**config.mk**
```make
export PLATFORM = sky130hd
export DESIGN_NAME = dec_steer
export DESIGN_NICKNAME = d
export VERILOG_FILES = /design/src/rtl/dec_steer_pkg.sv /design/src/rtl/dec_rst_sync.sv /design/src/rtl/dec_slot_pick.sv /design/src/rtl/dec_mcode_seq.sv /design/src/rtl/dec_out_stage.sv /design/src/rtl/dec_steer.sv
export SDC_FILE = /design/constraint.sdc
export NUM_CORES = 1
export LEC_CHECK = 0
export ABC_CLOCK_PERIOD_IN_PS = 8000
export BUFFER_PORTS_ARGS = -buffer_cell sky130_fd_sc_hd__buf_2
export CORE_MARGIN = 5
export CORE_UTILIZATION = 54
export CTS_BUF_LIST = sky130_fd_sc_hd__clkbuf_8 sky130_fd_sc_hd__clkbuf_16
export CTS_CLUSTER_DIAMETER = 200
export DETAILED_ROUTE_END_ITERATION = 16
export PLACE_DENSITY_LB_ADDON = 0.2
export REMOVE_ABC_BUFFERS = 1
export SLEW_MARGIN = 20
export SYNTH_ARGS = -nofsm -noshare
export SYNTH_HDL_FRONTEND = slang
export SYNTH_SLANG_ARGS = --single-unit
```
**constraint.sdc**
```tcl
create_clock -name clk -period 8 [get_ports clk]
set_input_delay 0.4 -clock clk [delete_from_list [all_inputs] [get_ports clk]]
set_output_delay 0.4 -clock clk [all_outputs]
set_load 0.005 [all_outputs]
```
**src/rtl/dec_steer_pkg.sv**
```systemverilog
package dec_steer_pkg;

  // How a record is handled by the slot walker.
  typedef enum logic [1:0] {
    K_ONE   = 2'd0,   // single-uop, any slot
    K_MULTI = 2'd1,   // 2..budget uops, slot 0 only
    K_MCODE = 2'd2    // sequenced over several cycles
  } ikind_e;

endpackage

```
**src/rtl/dec_rst_sync.sv**
```systemverilog
module dec_rst_sync (
  input  logic clk,
  input  logic rst_n,
  output logic rst_sync_n
);

  logic [1:0] sync_q;

  always_ff @(posedge clk or negedge rst_n) begin
    if (!rst_n) sync_q <= 2'b00;
    else        sync_q <= {sync_q[0], 1'b1};
  end

  assign rst_sync_n = sync_q[1];

endmodule

```
**src/rtl/dec_slot_pick.sv**
```systemverilog
module dec_slot_pick
  import dec_steer_pkg::*;
#(
  parameter int NSLOT   = 4,
  parameter int NWIN    = NSLOT + 1,
  parameter int UOP_CAP = 4,
  parameter int UCNT_W  = 4,
  parameter int TAG_W   = 8,
  localparam int REC_W  = TAG_W + UCNT_W + 3,
  localparam int TAKE_W = $clog2(NWIN + 1),
  localparam int UOPS_W = $clog2(UOP_CAP + 1)
) (
  input  logic                   en,
  input  logic [NWIN-1:0]        rec_vld,
  input  logic [NWIN*REC_W-1:0]  rec_bus,
  output logic [TAKE_W-1:0]      take,
  output logic [NSLOT-1:0]       slot_vld,
  output logic [NSLOT*TAG_W-1:0] slot_tag,
  output logic [NSLOT-1:0]       slot_fused,
  output logic [UOPS_W-1:0]      uop_sum,
  output logic                   mc_start,
  output logic [UCNT_W-1:0]      mc_count
);

  // Per-record decoded fields.
  logic [UCNT_W-1:0] r_cost  [NWIN];
  logic [TAG_W-1:0]  r_tag   [NWIN];
  ikind_e            r_kind  [NWIN];
  logic              r_pair  [NWIN];

  genvar gi;
  generate
    for (gi = 0; gi < NWIN; gi++) begin : g_rec
      logic [REC_W-1:0]  rec;
      logic [UCNT_W-1:0] cnt;
      logic              lop, mrg, mcf;

      assign rec = rec_bus[gi*REC_W +: REC_W];
      assign cnt = rec[UCNT_W-1:0];
      assign lop = rec[UCNT_W];
      assign mrg = rec[UCNT_W+1];
      assign mcf = rec[UCNT_W+2];
      assign r_tag[gi] = rec[REC_W-1 -: TAG_W];

      // Load-op records and zero counts cost one uop.
      assign r_cost[gi] = (lop || cnt == '0) ? UCNT_W'(1) : cnt;

      always_comb begin
        if (mcf || int'(r_cost[gi]) > UOP_CAP) r_kind[gi] = K_MCODE;
        else if (r_cost[gi] > UCNT_W'(1))      r_kind[gi] = K_MULTI;
        else                                   r_kind[gi] = K_ONE;
      end
    end

    // Merge partner must be present and single-uop.
    for (gi = 0; gi < NWIN - 1; gi++) begin : g_pair
      assign r_pair[gi] = rec_bus[gi*REC_W + UCNT_W + 1] && rec_vld[gi+1] &&
                          (r_kind[gi+1] == K_ONE) && (r_kind[gi] == K_ONE);
    end
    assign r_pair[NWIN-1] = 1'b0;
  endgenerate

  // In-order walk over the slots.
  always_comb begin
    int   idx;
    int   bud;
    int   tot;
    logic halt;

    idx        = 0;
    bud        = UOP_CAP;
    tot        = 0;
    halt       = !en;
    slot_vld   = '0;
    slot_tag   = '0;
    slot_fused = '0;
    mc_start   = 1'b0;
    mc_count   = '0;

    for (int s = 0; s < NSLOT; s++) begin
      if (!halt) begin
        if (idx >= NWIN) begin
          halt = 1'b1;
        end else if (!rec_vld[idx]) begin
          halt = 1'b1;
        end else begin
          case (r_kind[idx])
            K_MCODE: begin
              if (s == 0) begin
                slot_vld[s]               = 1'b1;
                slot_tag[s*TAG_W +: TAG_W] = r_tag[idx];
                mc_start                  = 1'b1;
                mc_count                  = r_cost[idx];
                tot = (int'(r_cost[idx]) > UOP_CAP) ? UOP_CAP : int'(r_cost[idx]);
                idx = idx + 1;
              end
              halt = 1'b1;
            end
            K_MULTI: begin
              if (s != 0 || int'(r_cost[idx]) > bud) begin
                halt = 1'b1;
              end else begin
                slot_vld[s]               = 1'b1;
                slot_tag[s*TAG_W +: TAG_W] = r_tag[idx];
                bud = bud - int'(r_cost[idx]);
                tot = tot + int'(r_cost[idx]);
                idx = idx + 1;
              end
            end
            default: begin
              if (bud < 1) begin
                halt = 1'b1;
              end else begin
                slot_vld[s]               = 1'b1;
                slot_tag[s*TAG_W +: TAG_W] = r_tag[idx];
                slot_fused[s]             = r_pair[idx];
                bud = bud - 1;
                tot = tot + 1;
                idx = idx + (r_pair[idx] ? 2 : 1);
              end
            end
          endcase
        end
      end
    end

    take    = TAKE_W'(idx);
    uop_sum = UOPS_W'(tot);
  end

endmodule

```
**src/rtl/dec_mcode_seq.sv**
```systemverilog
module dec_mcode_seq #(
  parameter int UOP_CAP = 4,
  parameter int UCNT_W  = 4,
  parameter int TAG_W   = 8,
  localparam int UOPS_W = $clog2(UOP_CAP + 1)
) (
  input  logic              clk,
  input  logic              rst_n,
  input  logic              load,
  input  logic [UCNT_W-1:0] load_cnt,
  input  logic [TAG_W-1:0]  load_tag,
  input  logic              step,
  output logic              busy,
  output logic [UOPS_W-1:0] chunk,
  output logic [TAG_W-1:0]  tag_q
);

  localparam logic [UCNT_W-1:0] CAP = UCNT_W'(UOP_CAP);

  logic [UCNT_W-1:0] rem_q, rem_d;
  logic [TAG_W-1:0]  tag_d;

  assign busy  = (rem_q != '0);
  assign chunk = (rem_q > CAP) ? UOPS_W'(UOP_CAP) : UOPS_W'(rem_q);

  always_comb begin
    rem_d = rem_q;
    tag_d = tag_q;
    if (load) begin
      rem_d = (load_cnt > CAP) ? load_cnt - CAP : '0;
      tag_d = load_tag;
    end else if (step && busy) begin
      rem_d = (rem_q > CAP) ? rem_q - CAP : '0;
    end
  end

  always_ff @(posedge clk or negedge rst_n) begin
    if (!rst_n) begin
      rem_q <= '0;
      tag_q <= '0;
    end else begin
      rem_q <= rem_d;
      tag_q <= tag_d;
    end
  end

endmodule

```
**src/rtl/dec_out_stage.sv**
```systemverilog
module dec_out_stage #(
  parameter int NSLOT  = 4,
  parameter int TAG_W  = 8,
  parameter int UOPS_W = 3
) (
  input  logic                   clk,
  input  logic                   rst_n,
  input  logic                   load,
  input  logic [NSLOT-1:0]       d_vld,
  input  logic [NSLOT*TAG_W-1:0] d_tag,
  input  logic [NSLOT-1:0]       d_fused,
  input  logic [UOPS_W-1:0]      d_uops,
  input  logic                   d_mc,
  output logic [NSLOT-1:0]       q_vld,
  output logic [NSLOT*TAG_W-1:0] q_tag,
  output logic [NSLOT-1:0]       q_fused,
  output logic [UOPS_W-1:0]      q_uops,
  output logic                   q_mc
);

  logic [NSLOT-1:0]       n_vld;
  logic [NSLOT*TAG_W-1:0] n_tag;
  logic [NSLOT-1:0]       n_fused;
  logic [UOPS_W-1:0]      n_uops;
  logic                   n_mc;

  always_comb begin
    n_vld   = q_vld;
    n_tag   = q_tag;
    n_fused = q_fused;
    n_uops  = q_uops;
    n_mc    = q_mc;
    if (load) begin
      n_vld   = d_vld;
      n_tag   = d_tag;
      n_fused = d_fused;
      n_uops  = d_uops;
      n_mc    = d_mc;
    end
  end

  always_ff @(posedge clk or negedge rst_n) begin
    if (!rst_n) begin
      q_vld   <= '0;
      q_tag   <= '0;
      q_fused <= '0;
      q_uops  <= '0;
      q_mc    <= 1'b0;
    end else begin
      q_vld   <= n_vld;
      q_tag   <= n_tag;
      q_fused <= n_fused;
      q_uops  <= n_uops;
      q_mc    <= n_mc;
    end
  end

endmodule

```
**src/rtl/dec_steer.sv**
```systemverilog
module dec_steer #(
  parameter int NSLOT   = 4,
  parameter int NWIN    = NSLOT + 1,
  parameter int UOP_CAP = 4,
  parameter int UCNT_W  = 4,
  parameter int TAG_W   = 8,
  localparam int REC_W  = TAG_W + UCNT_W + 3,
  localparam int TAKE_W = $clog2(NWIN + 1),
  localparam int UOPS_W = $clog2(UOP_CAP + 1)
) (
  input  logic                   clk,
  input  logic                   rst_n,
  input  logic [NWIN-1:0]        in_vld,
  input  logic [NWIN*REC_W-1:0]  in_rec,
  output logic [TAKE_W-1:0]      in_take,
  input  logic                   out_rdy,
  output logic [NSLOT-1:0]       out_vld,
  output logic [NSLOT*TAG_W-1:0] out_tag,
  output logic [NSLOT-1:0]       out_fused,
  output logic [UOPS_W-1:0]      out_uops,
  output logic                   out_mc
);

  logic                   srst_n;
  logic                   out_adv;
  logic                   pick_en;
  logic                   mc_busy;
  logic [UOPS_W-1:0]      mc_chunk;
  logic [TAG_W-1:0]       mc_tag;

  logic [TAKE_W-1:0]      p_take;
  logic [NSLOT-1:0]       p_vld;
  logic [NSLOT*TAG_W-1:0] p_tag;
  logic [NSLOT-1:0]       p_fused;
  logic [UOPS_W-1:0]      p_uops;
  logic                   p_mc_start;
  logic [UCNT_W-1:0]      p_mc_cnt;

  logic [NSLOT-1:0]       d_vld;
  logic [NSLOT*TAG_W-1:0] d_tag;
  logic [NSLOT-1:0]       d_fused;
  logic [UOPS_W-1:0]      d_uops;
  logic                   d_mc;

  dec_rst_sync u_rst (
    .clk        (clk),
    .rst_n      (rst_n),
    .rst_sync_n (srst_n)
  );

  // Output register may advance when empty or drained this cycle.
  assign out_adv = (out_vld == '0) || out_rdy;
  assign pick_en = out_adv && !mc_busy;

  dec_slot_pick #(
    .NSLOT(NSLOT), .NWIN(NWIN), .UOP_CAP(UOP_CAP), .UCNT_W(UCNT_W), .TAG_W(TAG_W)
  ) u_pick (
    .en         (pick_en),
    .rec_vld    (in_vld),
    .rec_bus    (in_rec),
    .take       (p_take),
    .slot_vld   (p_vld),
    .slot_tag   (p_tag),
    .slot_fused (p_fused),
    .uop_sum    (p_uops),
    .mc_start   (p_mc_start),
    .mc_count   (p_mc_cnt)
  );

  dec_mcode_seq #(
    .UOP_CAP(UOP_CAP), .UCNT_W(UCNT_W), .TAG_W(TAG_W)
  ) u_mc (
    .clk      (clk),
    .rst_n    (srst_n),
    .load     (p_mc_start),
    .load_cnt (p_mc_cnt),
    .load_tag (p_tag[TAG_W-1:0]),
    .step     (out_adv),
    .busy     (mc_busy),
    .chunk    (mc_chunk),
    .tag_q    (mc_tag)
  );

  assign in_take = p_take;

  always_comb begin
    if (mc_busy) begin
      d_vld            = '0;
      d_vld[0]         = 1'b1;
      d_tag            = '0;
      d_tag[TAG_W-1:0] = mc_tag;
      d_fused          = '0;
      d_uops           = mc_chunk;
      d_mc             = 1'b1;
    end else begin
      d_vld   = p_vld;
      d_tag   = p_tag;
      d_fused = p_fused;
      d_uops  = p_uops;
      d_mc    = p_mc_start;
    end
  end

  dec_out_stage #(
    .NSLOT(NSLOT), .TAG_W(TAG_W), .UOPS_W(UOPS_W)
  ) u_out (
    .clk     (clk),
    .rst_n   (srst_n),
    .load    (out_adv),
    .d_vld   (d_vld),
    .d_tag   (d_tag),
    .d_fused (d_fused),
    .d_uops  (d_uops),
    .d_mc    (d_mc),
    .q_vld   (out_vld),
    .q_tag   (out_tag),
    .q_fused (out_fused),
    .q_uops  (out_uops),
    .q_mc    (out_mc)
  );

endmodule

```
==> flow_summary.ini <==
[cts]
cts.sinks = 58
htreeDepth = 3
postCtsSetupRepairBufs = 0
cts_buffer_depth = 2
cts_root_buf = clkbuf_8
worst_skew_pair.late_latency_ns = 0.34
clk_pin_slew_ns = 0.08
cts_tree = done
cts_buffers = 9

[placed_design]
hpwlAfterDp_mm = 13.2
io_buffers = 125
gp_congestion = 0.956

[worst_hold_path]
min-delay-path-class = input port to register
hold_depth = 2
hp-start = in_rec[11]
min_to = u_mc.tag_q[4]

[pwr]
p_leak_nw = 2.88
ir_drop_mv = 0.106
power_mw = 1.40
pwr_density_cell_nw_per_um2 = 233

[routing]
vias = 5582
wl_per_cell_um = 19.3
vias_per_cell = 6.31
drt_iter0_drc = 381
firstDrtPassIters = 5
ant_nets = 0
routed_wl_mm = 17.1
drc = 0

[sta]
hold_violations = 0
post-route-min-period_ns = 7.43
slew_viol_final = 0
setup_tns_ns = 0
fmax_mhz = 135
slew_headroom_pct = 38.8
worstMarginPinSlew_ns = 0.911
grt_setup_unrepaired = no
finalCritPeriodShare_pct = 92.9
setup_viol = 0
clock_skew_ns = 0.0184

[floorplanning]
chipHeight_um = 105
fp.dieW_um = 105
num_rows = 34
io_pins = 130
die_area_um2 = 11100
initial_core_util_pct = 55.9
core-area_um2 = 8760

[logic_synthesis]
async_reset_ff_share_pct = 100
ys_seq_elements = 58
synth-seq-area-share_pct = 29.6
netlist_instances = 642
synth_flop_cell = dfrtp_1
synth.distinct_cells = 70
yosys-top-cells-area = dfrtp_1 30%, nand2_1 9.7%, nor2_1 5.2%
synth_area_per_cell_um2 = 7.63
synth-edff-count = 0
yosysTopAreaCellShare_pct = 29.6
ys_warn_count = 0
synth_area_leader_cell = dfrtp_1
netlist_area_um2 = 4900

[critical_path]
cp_slowest_stage_delay_ns = 0.77
critPathMaxFanout = 25
timing.rr.end = u_out.q_uops[0]
worst_ep_required_time_ns = 7.60
r2r_start = u_mc.rem_q[1]
cp.arrival_ns = 7.03
reg2reg_slack_ns = 1.51
start_kind = register
cp_cell_sequence = or4_1 > a211oi_4 > buf_4 > and3_1 > inv_1 > ha_1 > nor4bb_1 > nand3b_1 > a31o_2 > nor4b_1 > o21bai_1 > o211ai_1 > a211o_1 > or4_1 > mux2i_4 > buf_4 > a31oi_1 > a31o_2 > nor3_1 > mux2_1 > mux2_2 > buf_2
reg2regPathDepth = 23
crit_slowest_cell = or4_1
cp_num_buf_inv = 4
critPathCaptureType = output port
critical_path_depth = 22
crit_family = simple AND/OR/NAND/NOR gates
critPathKind = register to output port

[global_routing]
grt_pass1_wl_mm = 27.7
grt_overflow_total = 0
antenna_found_initial = 0
grt_pass1_vias = 5519
grt_usage_pct = 30.3
grt_max_degree = 57

[run_status]
outcome = finished clean

[final_layout]
nNetsFinal = 872
final_common_cell = nand2_1
diodes = 0
seqCellArea_um2 = 1450
final_cell_mix = 127 x nand2_1, 125 x buf_2, 67 x nor2_1
fillCellCount = 757
area_growth_pct = 22.5
multi_input_comb_area_um2 = 3220
drive_gt1_share_pct = 26.5

[run]
drv_cap = 0
==> synthesized netlist by cell type (6+ instances only) <==
cell type	n
and3_1	13
nor4_1	7
o211ai_1	6
nor3_1	11
o21ai_0	44
or4_1	6
mux2i_1	20
mux2_2	14
a21oi_1	16
clkbuf_1	25
nand2_1	127
nand4_1	7
nor2_1	68
ha_1	15
a22o_1	18
dfrtp_1	58
nand3_1	34
buf_2	8
inv_1	23
a31oi_1	17
xnor2_1	6
==> logic make-up (layout without fill, tap and decap cells) <==
| kind of cell | Yosys count | after routing | synth area share [%] |
|---|---|---|---|
| flops | 58 | 58 | 29.6 |
| buf+inv | 61 | 195 | 4.88 |
| mux | 36 | 36 | 7.99 |
| other cells | 1 | 1 | 0.0766 |
| compound gates | 160 | 160 | 22.8 |
| simple gates | 302 | 302 | 28.5 |
| fa+ha+maj | 18 | 18 | 5.06 |
| xor+xnor | 6 | 6 | 1.07 |
==> final cells by class <==
class,instances,area share [%]
Multi-Input combinational cell,523,53.7
Timing Repair Buffer,154,14.1
Clock inverter,7,2.09
Inverter,25,1.56
Clock buffer,9,2.06
Sequential cell,58,24.2
Tap cell,108,2.25
==> worst reg2reg max path: stages (launching register included) <==
cell and delay (ns):
dfrtp_1 0.41, or4_1 0.77, a211oi_4 0.53, buf_4 0.40, and3_1 0.33, inv_1 0.16
ha_1 0.33, nor4bb_1 0.35, nand3b_1 0.14, a31o_2 0.25, nor4b_1 0.28, o21bai_1 0.13
o211ai_1 0.18, a211o_1 0.17, or4_1 0.21, mux2i_4 0.30, buf_4 0.29, inv_2 0.09
o311a_1 0.37, nand3_2 0.13, nor3_2 0.08, buf_4 0.16, xnor2_1 0.18, o211ai_1 0.12
==> through the flow <==
| stage | area (um2) | hold WS, ns | cells | util (%) | setup WS [ns] |
|---|---|---|---|---|---|
| 2_1_floorplan | 4750 | 0.104 | 606 | - | -0.783 |
| 3_3_place_gp | 5740 | 0.185 | 867 | 65.5 | 0.623 |
| 3_5_place_dp | 5740 | 0.185 | 867 | 65.5 | 0.537 |
| 4_1_cts | 6000 | 0.349 | 884 | 68.5 | 0.525 |
| 5_1_grt | 6000 | 0.351 | 884 | 68.5 | 0.0838 |
| 6_report | 6000 | 0.355 | 884 | 68.5 | 0.567 |
==> power by group <==
group | internal, mW | total, mW | switching [mW]
clock | 0.210 | 0.342 | 0.132
sequential | 0.352 | 0.389 | 0.0374
combinational | 0.265 | 0.667 | 0.402
total | 0.827 | 1.40 | 0.571
==> routing by layer <==
layer / vias to the layer above / share of wire, % / GRT usage (%)
met5: - / 0 / 0
met4: 0 / 4.1 / 12.9
met3: 51 / 7.3 / 5.13
met2: 291 / 49 / 51.6
met1: 2651 / 39 / 37.9
li1: 2589 / - / -
==> sequential cells by signal, indices dropped and copies added, names as in the netlist <==
| signal | flops |
|---|---|
| u_out.q_fused | 4 |
| u_out.q_vld | 4 |
| u_rst.sync_q | 2 |
| u_mc.rem_q | 4 |
| u_out.q_uops | 3 |
| u_out.q_tag | 32 |
| u_mc.tag_q | 8 |
| u_out.q_mc | 1 |
==> what timing repair did <==
item | in CTS | in global routing
gates resized for setup | 0 | 1
setup endpoints to repair | 0 | 1
endpoints found under the hold margin | 2 | 0
hold buffers | 1 | 0
==> worst max-delay path by stage <==
stage / from / to / slack (ns)
global placement: in_rec[4] / in_take[0] / 0.62
detailed placement: in_rec[4] / in_take[2] / 0.54
global route: in_rec[4] / in_take[2] / 0.08
floorplan: in_rec[0] / in_take[2] / -0.78
CTS: in_rec[4] / in_take[0] / 0.52
finish: u_mc.rem_q[1] / in_take[0] / 0.57
Note: power is estimated with default switching activity, not from simulation.
